## src/rtl/ptw_pkg.sv

```systemverilog
// Shared constants and types for the page table walker.
// Assumes 4 KiB pages, 9-bit indices per level and 8-byte entries.
package ptw_pkg;
    localparam int VA_W   = 48;
    localparam int PA_W   = 52;
    localparam int OFF_W  = 12;
    localparam int IDX_W  = 9;
    localparam int LEVELS = 4;
    localparam int PTE_W  = 64;
    localparam int PPN_W  = PA_W - OFF_W;
    localparam int LVL_W  = $clog2(LEVELS);
    localparam int ENT_SH = $clog2(PTE_W / 8);
    localparam int BIT_PRESENT  = 0;
    localparam int BIT_WRITABLE = 1;

    typedef enum logic [1:0] {
        CAUSE_NONE   = 2'b00,
        CAUSE_ABSENT = 2'b01,
        CAUSE_WRPROT = 2'b10
    } cause_e;
endpackage

```

## src/rtl/ptw_entry_addr.sv

```systemverilog
// Forms the byte address of the entry used at one walk level.
// Assumes the table base is page aligned, so base and scaled index never overlap.
module ptw_entry_addr
    import ptw_pkg::*;
#(
    parameter int P_VA_W  = VA_W,
    parameter int P_PA_W  = PA_W,
    parameter int P_OFF_W = OFF_W,
    parameter int P_IDX_W = IDX_W,
    parameter int P_LVL_W = LVL_W,
    parameter int P_SH    = ENT_SH,
    localparam int P_PPN_W = P_PA_W - P_OFF_W
) (
    input  logic [P_PPN_W-1:0] tbl_ppn,
    input  logic [P_VA_W-1:0]  vaddr,
    input  logic [P_LVL_W-1:0] level,
    output logic [P_PA_W-1:0]  ent_addr
);
    logic [P_IDX_W-1:0] idx;

    // Pick this level's index field and scale it by the entry size.
    always_comb begin
        idx      = vaddr[P_OFF_W + int'(level) * P_IDX_W +: P_IDX_W];
        ent_addr = {tbl_ppn, {P_OFF_W{1'b0}}}
                 | P_PA_W'({idx, {P_SH{1'b0}}});
    end
endmodule

```

## src/rtl/ptw_entry_eval.sv

```systemverilog
// Decodes one fetched entry: fault cause, next page number, leaf flag.
// Assumes write permission matters only at level 0.
module ptw_entry_eval
    import ptw_pkg::*;
#(
    parameter int P_PTE_W = PTE_W,
    parameter int P_PA_W  = PA_W,
    parameter int P_OFF_W = OFF_W,
    parameter int P_LVL_W = LVL_W,
    localparam int P_PPN_W = P_PA_W - P_OFF_W
) (
    input  logic [P_PTE_W-1:0] pte,
    input  logic [P_LVL_W-1:0] level,
    input  logic               is_store,
    output cause_e             cause,
    output logic [P_PPN_W-1:0] next_ppn,
    output logic               is_leaf
);
    // Classify the entry against the access type and level.
    always_comb begin
        is_leaf  = (level == '0);
        next_ppn = pte[P_PA_W-1:P_OFF_W];
        if (!pte[BIT_PRESENT])
            cause = CAUSE_ABSENT;
        else if (is_leaf && is_store && !pte[BIT_WRITABLE])
            cause = CAUSE_WRPROT;
        else
            cause = CAUSE_NONE;
    end
endmodule

```

## src/rtl/ptw_walker.sv

```systemverilog
// Four-level page table walker. It accepts one translation at a time,
// reads one entry per level and returns an address or a fault.
// Assumes memory answers each accepted read exactly once, in order.
module ptw_walker
    import ptw_pkg::*;
#(
    parameter int P_VA_W  = VA_W,
    parameter int P_PA_W  = PA_W,
    parameter int P_OFF_W = OFF_W,
    parameter int P_PTE_W = PTE_W,
    localparam int P_PPN_W = P_PA_W - P_OFF_W
) (
    input  logic               clk,
    input  logic               rst_n,
    input  logic               cfg_root_we,
    input  logic [P_PPN_W-1:0] cfg_root_ppn,
    input  logic               req_valid,
    output logic               req_ready,
    input  logic [P_VA_W-1:0]  req_vaddr,
    input  logic               req_is_store,
    output logic               rsp_valid,
    output logic [P_PA_W-1:0]  rsp_paddr,
    output logic [1:0]         rsp_fault,
    output logic [LVL_W-1:0]   rsp_level,
    output logic               mem_req_valid,
    input  logic               mem_req_ready,
    output logic [P_PA_W-1:0]  mem_req_addr,
    input  logic               mem_rsp_valid,
    input  logic [P_PTE_W-1:0] mem_rsp_data
);
    typedef enum logic [1:0] {ST_IDLE, ST_ASK, ST_WAIT, ST_DONE} state_e;

    state_e             state_q;
    logic [P_PPN_W-1:0] root_q, base_q, root_eff, ev_ppn;
    logic [LVL_W-1:0]   lvl_q;
    logic [P_VA_W-1:0]  va_q;
    logic               st_q, ev_leaf, accept;
    logic [P_PA_W-1:0]  paddr_q;
    cause_e             cause_q, ev_cause;

    assign req_ready     = (state_q == ST_IDLE);
    assign accept        = req_valid && req_ready;
    assign root_eff      = cfg_root_we ? cfg_root_ppn : root_q;
    assign mem_req_valid = (state_q == ST_ASK);
    assign rsp_valid     = (state_q == ST_DONE);
    assign rsp_paddr     = paddr_q;
    assign rsp_fault     = cause_q;
    assign rsp_level     = lvl_q;

    ptw_entry_addr #(.P_VA_W(P_VA_W), .P_PA_W(P_PA_W), .P_OFF_W(P_OFF_W)) u_addr (
        .tbl_ppn (base_q),
        .vaddr   (va_q),
        .level   (lvl_q),
        .ent_addr(mem_req_addr)
    );

    ptw_entry_eval #(.P_PTE_W(P_PTE_W), .P_PA_W(P_PA_W), .P_OFF_W(P_OFF_W)) u_eval (
        .pte     (mem_rsp_data),
        .level   (lvl_q),
        .is_store(st_q),
        .cause   (ev_cause),
        .next_ppn(ev_ppn),
        .is_leaf (ev_leaf)
    );

    // Root register: replaced by each configuration write.
    always_ff @(posedge clk) begin
        if (!rst_n)           root_q <= '0;
        else if (cfg_root_we) root_q <= cfg_root_ppn;
    end

    // Walk sequencer: accept, read per level, finish on fault or leaf.
    always_ff @(posedge clk) begin
        if (!rst_n) begin
            state_q <= ST_IDLE;
            base_q  <= '0;
            lvl_q   <= '0;
            va_q    <= '0;
            st_q    <= 1'b0;
            paddr_q <= '0;
            cause_q <= CAUSE_NONE;
        end else begin
            case (state_q)
                ST_IDLE: if (accept) begin
                    base_q  <= root_eff;
                    lvl_q   <= LVL_W'(LEVELS - 1);
                    va_q    <= req_vaddr;
                    st_q    <= req_is_store;
                    paddr_q <= '0;
                    cause_q <= CAUSE_NONE;
                    state_q <= ST_ASK;
                end
                ST_ASK: if (mem_req_ready) state_q <= ST_WAIT;
                ST_WAIT: if (mem_rsp_valid) begin
                    if (ev_cause != CAUSE_NONE) begin
                        cause_q <= ev_cause;
                        paddr_q <= '0;
                        state_q <= ST_DONE;
                    end else if (ev_leaf) begin
                        paddr_q <= {ev_ppn, va_q[P_OFF_W-1:0]};
                        state_q <= ST_DONE;
                    end else begin
                        base_q  <= ev_ppn;
                        lvl_q   <= lvl_q - 1'b1;
                        state_q <= ST_ASK;
                    end
                end
                default: state_q <= ST_IDLE;
            endcase
        end
    end

    // A pending read keeps its request and address until taken.
    assert_mem_hold_R9: assert property (@(posedge clk) disable iff (!rst_n)
        mem_req_valid && !mem_req_ready |=> mem_req_valid && $stable(mem_req_addr));

    // Results last exactly one cycle.
    assert_rsp_pulse_R7: assert property (@(posedge clk) disable iff (!rst_n)
        rsp_valid |=> !rsp_valid && req_ready);

    // No new request is taken while memory traffic is pending.
    assert_busy_R7: assert property (@(posedge clk) disable iff (!rst_n)
        mem_req_valid |-> !req_ready);

    // Entry reads are aligned to the entry size.
    assert_align_R2: assert property (@(posedge clk) disable iff (!rst_n)
        mem_req_valid |-> mem_req_addr[ENT_SH-1:0] == '0);

    // Write-protect faults arise only at the leaf.
    assert_wp_leaf_R6: assert property (@(posedge clk) disable iff (!rst_n)
        rsp_valid && rsp_fault == CAUSE_WRPROT |-> rsp_level == '0);

    // Success ends at the leaf and keeps the page offset.
    assert_ok_leaf_R1: assert property (@(posedge clk) disable iff (!rst_n)
        rsp_valid && rsp_fault == CAUSE_NONE |->
            rsp_level == '0 && rsp_paddr[P_OFF_W-1:0] == va_q[P_OFF_W-1:0]);
endmodule

```

## config.mk

```make
export PLATFORM = sky130hd
export DESIGN_NAME = ptw_walker
export DESIGN_NICKNAME = d
export VERILOG_FILES = /design/src/rtl/ptw_pkg.sv /design/src/rtl/ptw_entry_addr.sv /design/src/rtl/ptw_entry_eval.sv /design/src/rtl/ptw_walker.sv
export SDC_FILE = /design/constraint.sdc
export NUM_CORES = 1
export LEC_CHECK = 0
export ABC_AREA = 1
export BUFFER_PORTS_ARGS = -buffer_cell sky130_fd_sc_hd__buf_2
export CORE_MARGIN = 5
export CORE_UTILIZATION = 50
export DETAILED_ROUTE_END_ITERATION = 16
export PLACE_DENSITY = 0.79
export SLEW_MARGIN = 15
export SYNTH_ARGS = -nofsm -noshare
export SYNTH_HDL_FRONTEND = slang
export SYNTH_SLANG_ARGS = --single-unit
```

## constraint.sdc

```tcl
create_clock -name clk -period 3.9 [get_ports clk]
set_input_delay 0.39 -clock clk [delete_from_list [all_inputs] [get_ports clk]]
set_output_delay 0.39 -clock clk [all_outputs]
set_load 0.005 [all_outputs]
```

==> metrics.md <==
| Metric | Value |
|---|---|
| Commonest non-fill, non-tap cells in the layout | 244 x buf_2, 230 x nand2_1, 213 x nor2_1, 187 x dfxtp_1, 144 x o21ai_0 |
| Critical path class | flop to output port |
| Area share of fa/ha/maj cells after synthesis | 0.306% |
| Placed inst area | 9420 um2 |
| RSZ-0062 raised after global routing | false |
| Min-delay src | req_vaddr[26] |
| F_max | 0.327 GHz |
| Synth Area in Compound Gates | between 10% and 20% |
| Root Buffer | clkbuf_16 |
| Clk buf depth | 2 |
| Post-Synth XOR/XNOR Area | 0% |
| Fraction of the yosys area taken by sequential cells | a little under half |
| Synthesis-to-layout area growth | 23.3% |
| R2R depth | 9 |
| Die Wd | 138 um |
| Cts repair resizes | 0 |
| TritonCTS buffer count | 17 |
| Post-Syn Area | slightly above 8000 um2 |
| P per Cell Area | 707 nW/um2 |
| Starting DRC count in detailed routing | roughly 730 |
| Core ar. | 15,900 um2 |
| Largest net degree at the start of global routing | just over 90 |
| Clock-pin transition on the worst setup and hold timing paths | 70 ps |
| Worst slew pin tran | 1030 ps |
| Arr. time, crit path | 2670 ps |
| Worst Hold Endpoint | va_q[26] |
| Period utilisation layout | 78.4% |
| Largest family of logic cells by synthesized area | simple AND/OR/NAND/NOR gates |
| DP HPWL | approximately 17 mm |
| Max-cap violation count | 0 |
| Final Hold Vio Count | 0 |
| H-tree depth | 4 |
| GR Util All Layers | 25.6% |
| Hold-fix buffer count after cts | 0 |
| CTS tree | yes |
| Seq cells post-synth | 187 |
| CP endpoint kind | output port |
| Synth Instances | between 1,000 and 1,500 |
| First-pass DRT Iterations | 6 |
| Via count | 8,333 |
| Multiplexer area fraction after synthesis | under 10% |
| Critical path's largest stage delay | 520 ps |
| Clk_skew | 14.7 ps |
| Starting Density | between 50% and 60% |
| Maximum VDD drop | 0.409 mV |
| Vias/cell | approximately 5.3 |
| First-pass GRT wire length | 38.4 mm |
| Setup TNS Final | 0 ps |
| Clock Latency Late Sink | about 440 ps |
| Leading cell type in the layout, fill and taps excluded | buf_2 |
| CP startpoint kind | flop |
| Outcome | finished, final reports clean |
| Die area | 19,000 um2 |
| # DRC | 0 |
| Post-CTS setup buffer count | 0 |
| Hold depth | 3 |
| Post-route design area | 10,100 um2 |
| # rows | 46 |
| Crit path max fanout | 19 |
| WP data required | 3510 ps |
| Worst Hold Class | input pin to flop |
| Final setup viols | 0 |
| Placer Congestion | 0.884 |
| Final min period | 3060 ps |
| Ports | 270 |
| Share of cells above drive strength 1 | 22.1% |
| Largest delay share family, worst path | buffers and inverters |
| Critical-path cell list | clkinv_1 > buf_4 > ha_1 > clkinv_1 > a21oi_1 > nand3_1 > nand3_1 > o21ai_0 > buf_2 |
| Synth Area in Simple Gates | 27.8% |
| Clk sinks | 187 |
| Synth unique cells | 26 |
| Pleak | 0.00471 uW |
| Max Transition Viols Final | 0 |
| Initial antenna violation count | 4 |
| Worst Path Buf+Inv | 4 |
| Critical R2R Launch | rsp_level[1] |
| YS warnings | 0 |
| Worst r2r dst | base_q[16] |
| # port buffers | around 240 |
| Fin util | roughly 63% |
| Final ANT Viol Nets | 0 |
| Mean area per synthesized cell | 7.10 um2 |
| Fin nets | 1,503 |
| Hold Slack | 178 ps |
| Vias in the first global route | 7,678 |
| Worst reg-to-reg setup slack | 870 ps |
| Post-Route WL | 24.7 mm |
| Routed len/inst | about 16 um |
| CP max stage cell | ha_1 |
| Max-slew headroom | between 30% and 40% |
| Total global routing overflow | 0 |
| Die outline height | about 140 um |
worst max path at each step:
stage                       startpoint              end  slack, ps  cells after the start
after floorplan           rsp_level[1]  mem_req_addr[3]       1690                     10
after global placement    rsp_level[1]     rsp_level[0]        890                      9
after detailed placement  rsp_level[1]       base_q[32]        850                      9
after CTS                 rsp_level[1]  mem_req_addr[3]        850                     11
after global routing      rsp_level[1]  mem_req_addr[3]        590                     11
final                     rsp_level[1]  mem_req_addr[6]        840                      9
kinds of logic (layout without fill, tap and decap cells):
group / count (synthesis) / in the layout
buf+inv: 118 / 320
compound gates: 240 / 240
mux: 42 / 42
fa+ha+maj: 2 / 2
other cells: 1 / 4
simple gates: 561 / 561
flops: 187 / 187
cell usage after synthesis, drive strengths merged:
cell    instances  area share, %
o211ai          6           0.55
dfxtp         187             46
nand3         108            6.7
clkinv          4           0.18
clkbuf         54            2.5
nand4           1          0.077
o21ai         151            9.2
mux2i          42            5.1
inv            29            1.3
nor2          217             10
or2             2           0.15
ha              2           0.31
nand3b          1          0.092
nand2         230             11
nor3            2           0.12
conb            1          0.046
buf            31            1.9
a21oi          83            5.1
area by class of cell:
cell class | instances | area (um2)
repair buffers | 255 | 1320
clock inverters | 15 | 223
clock buffers | 17 | 425
fillers | 1482 | 5870
diodes | 1 | 2.50
inverters | 33 | 124
multi-input cells | 848 | 3970
flip-flops and latches | 187 | 3740
well taps | 216 | 270
through the flow:
stage	total power (uW)	setup slack (ps)	cells
2_1_floorplan	4280	1690	1153
3_3_place_gp	5200	891	1539
3_5_place_dp	5240	848	1539
4_1_cts	7140	851	1571
5_1_grt	7610	590	1572
6_report	7120	844	1572
per-layer routing:
| layer | vias to the layer above | GRT usage [%] | routed length [um] |
|---|---|---|---|
| met5 | - | 0 | 27 |
| li1 | 4155 | - | - |
| met3 | 51 | 8.47 | 2370 |
| met1 | 3784 | 30.5 | 9850 |
| met2 | 337 | 43.6 | 11900 |
| met4 | 6 | 7.85 | 535 |
worst min-delay path: stages:
cell,delay [ps]
buf_2,70
nor2_1,30
nor2_1,80
registers in the layout, summed over array words and instances, names as in the netlist:
signal / flops
rsp_paddr: 52
va_q: 48
base_q: 40
root_q: 40
rsp_fault: 2
rsp_level: 2
state_q: 2
st_q: 1
where the power goes:
group          switching, uW  internal (uW)
clock network            836           1050
registers                200           2260
logic                   1880            900
total                   2910           4210
(Power assumes the default switching activity.)
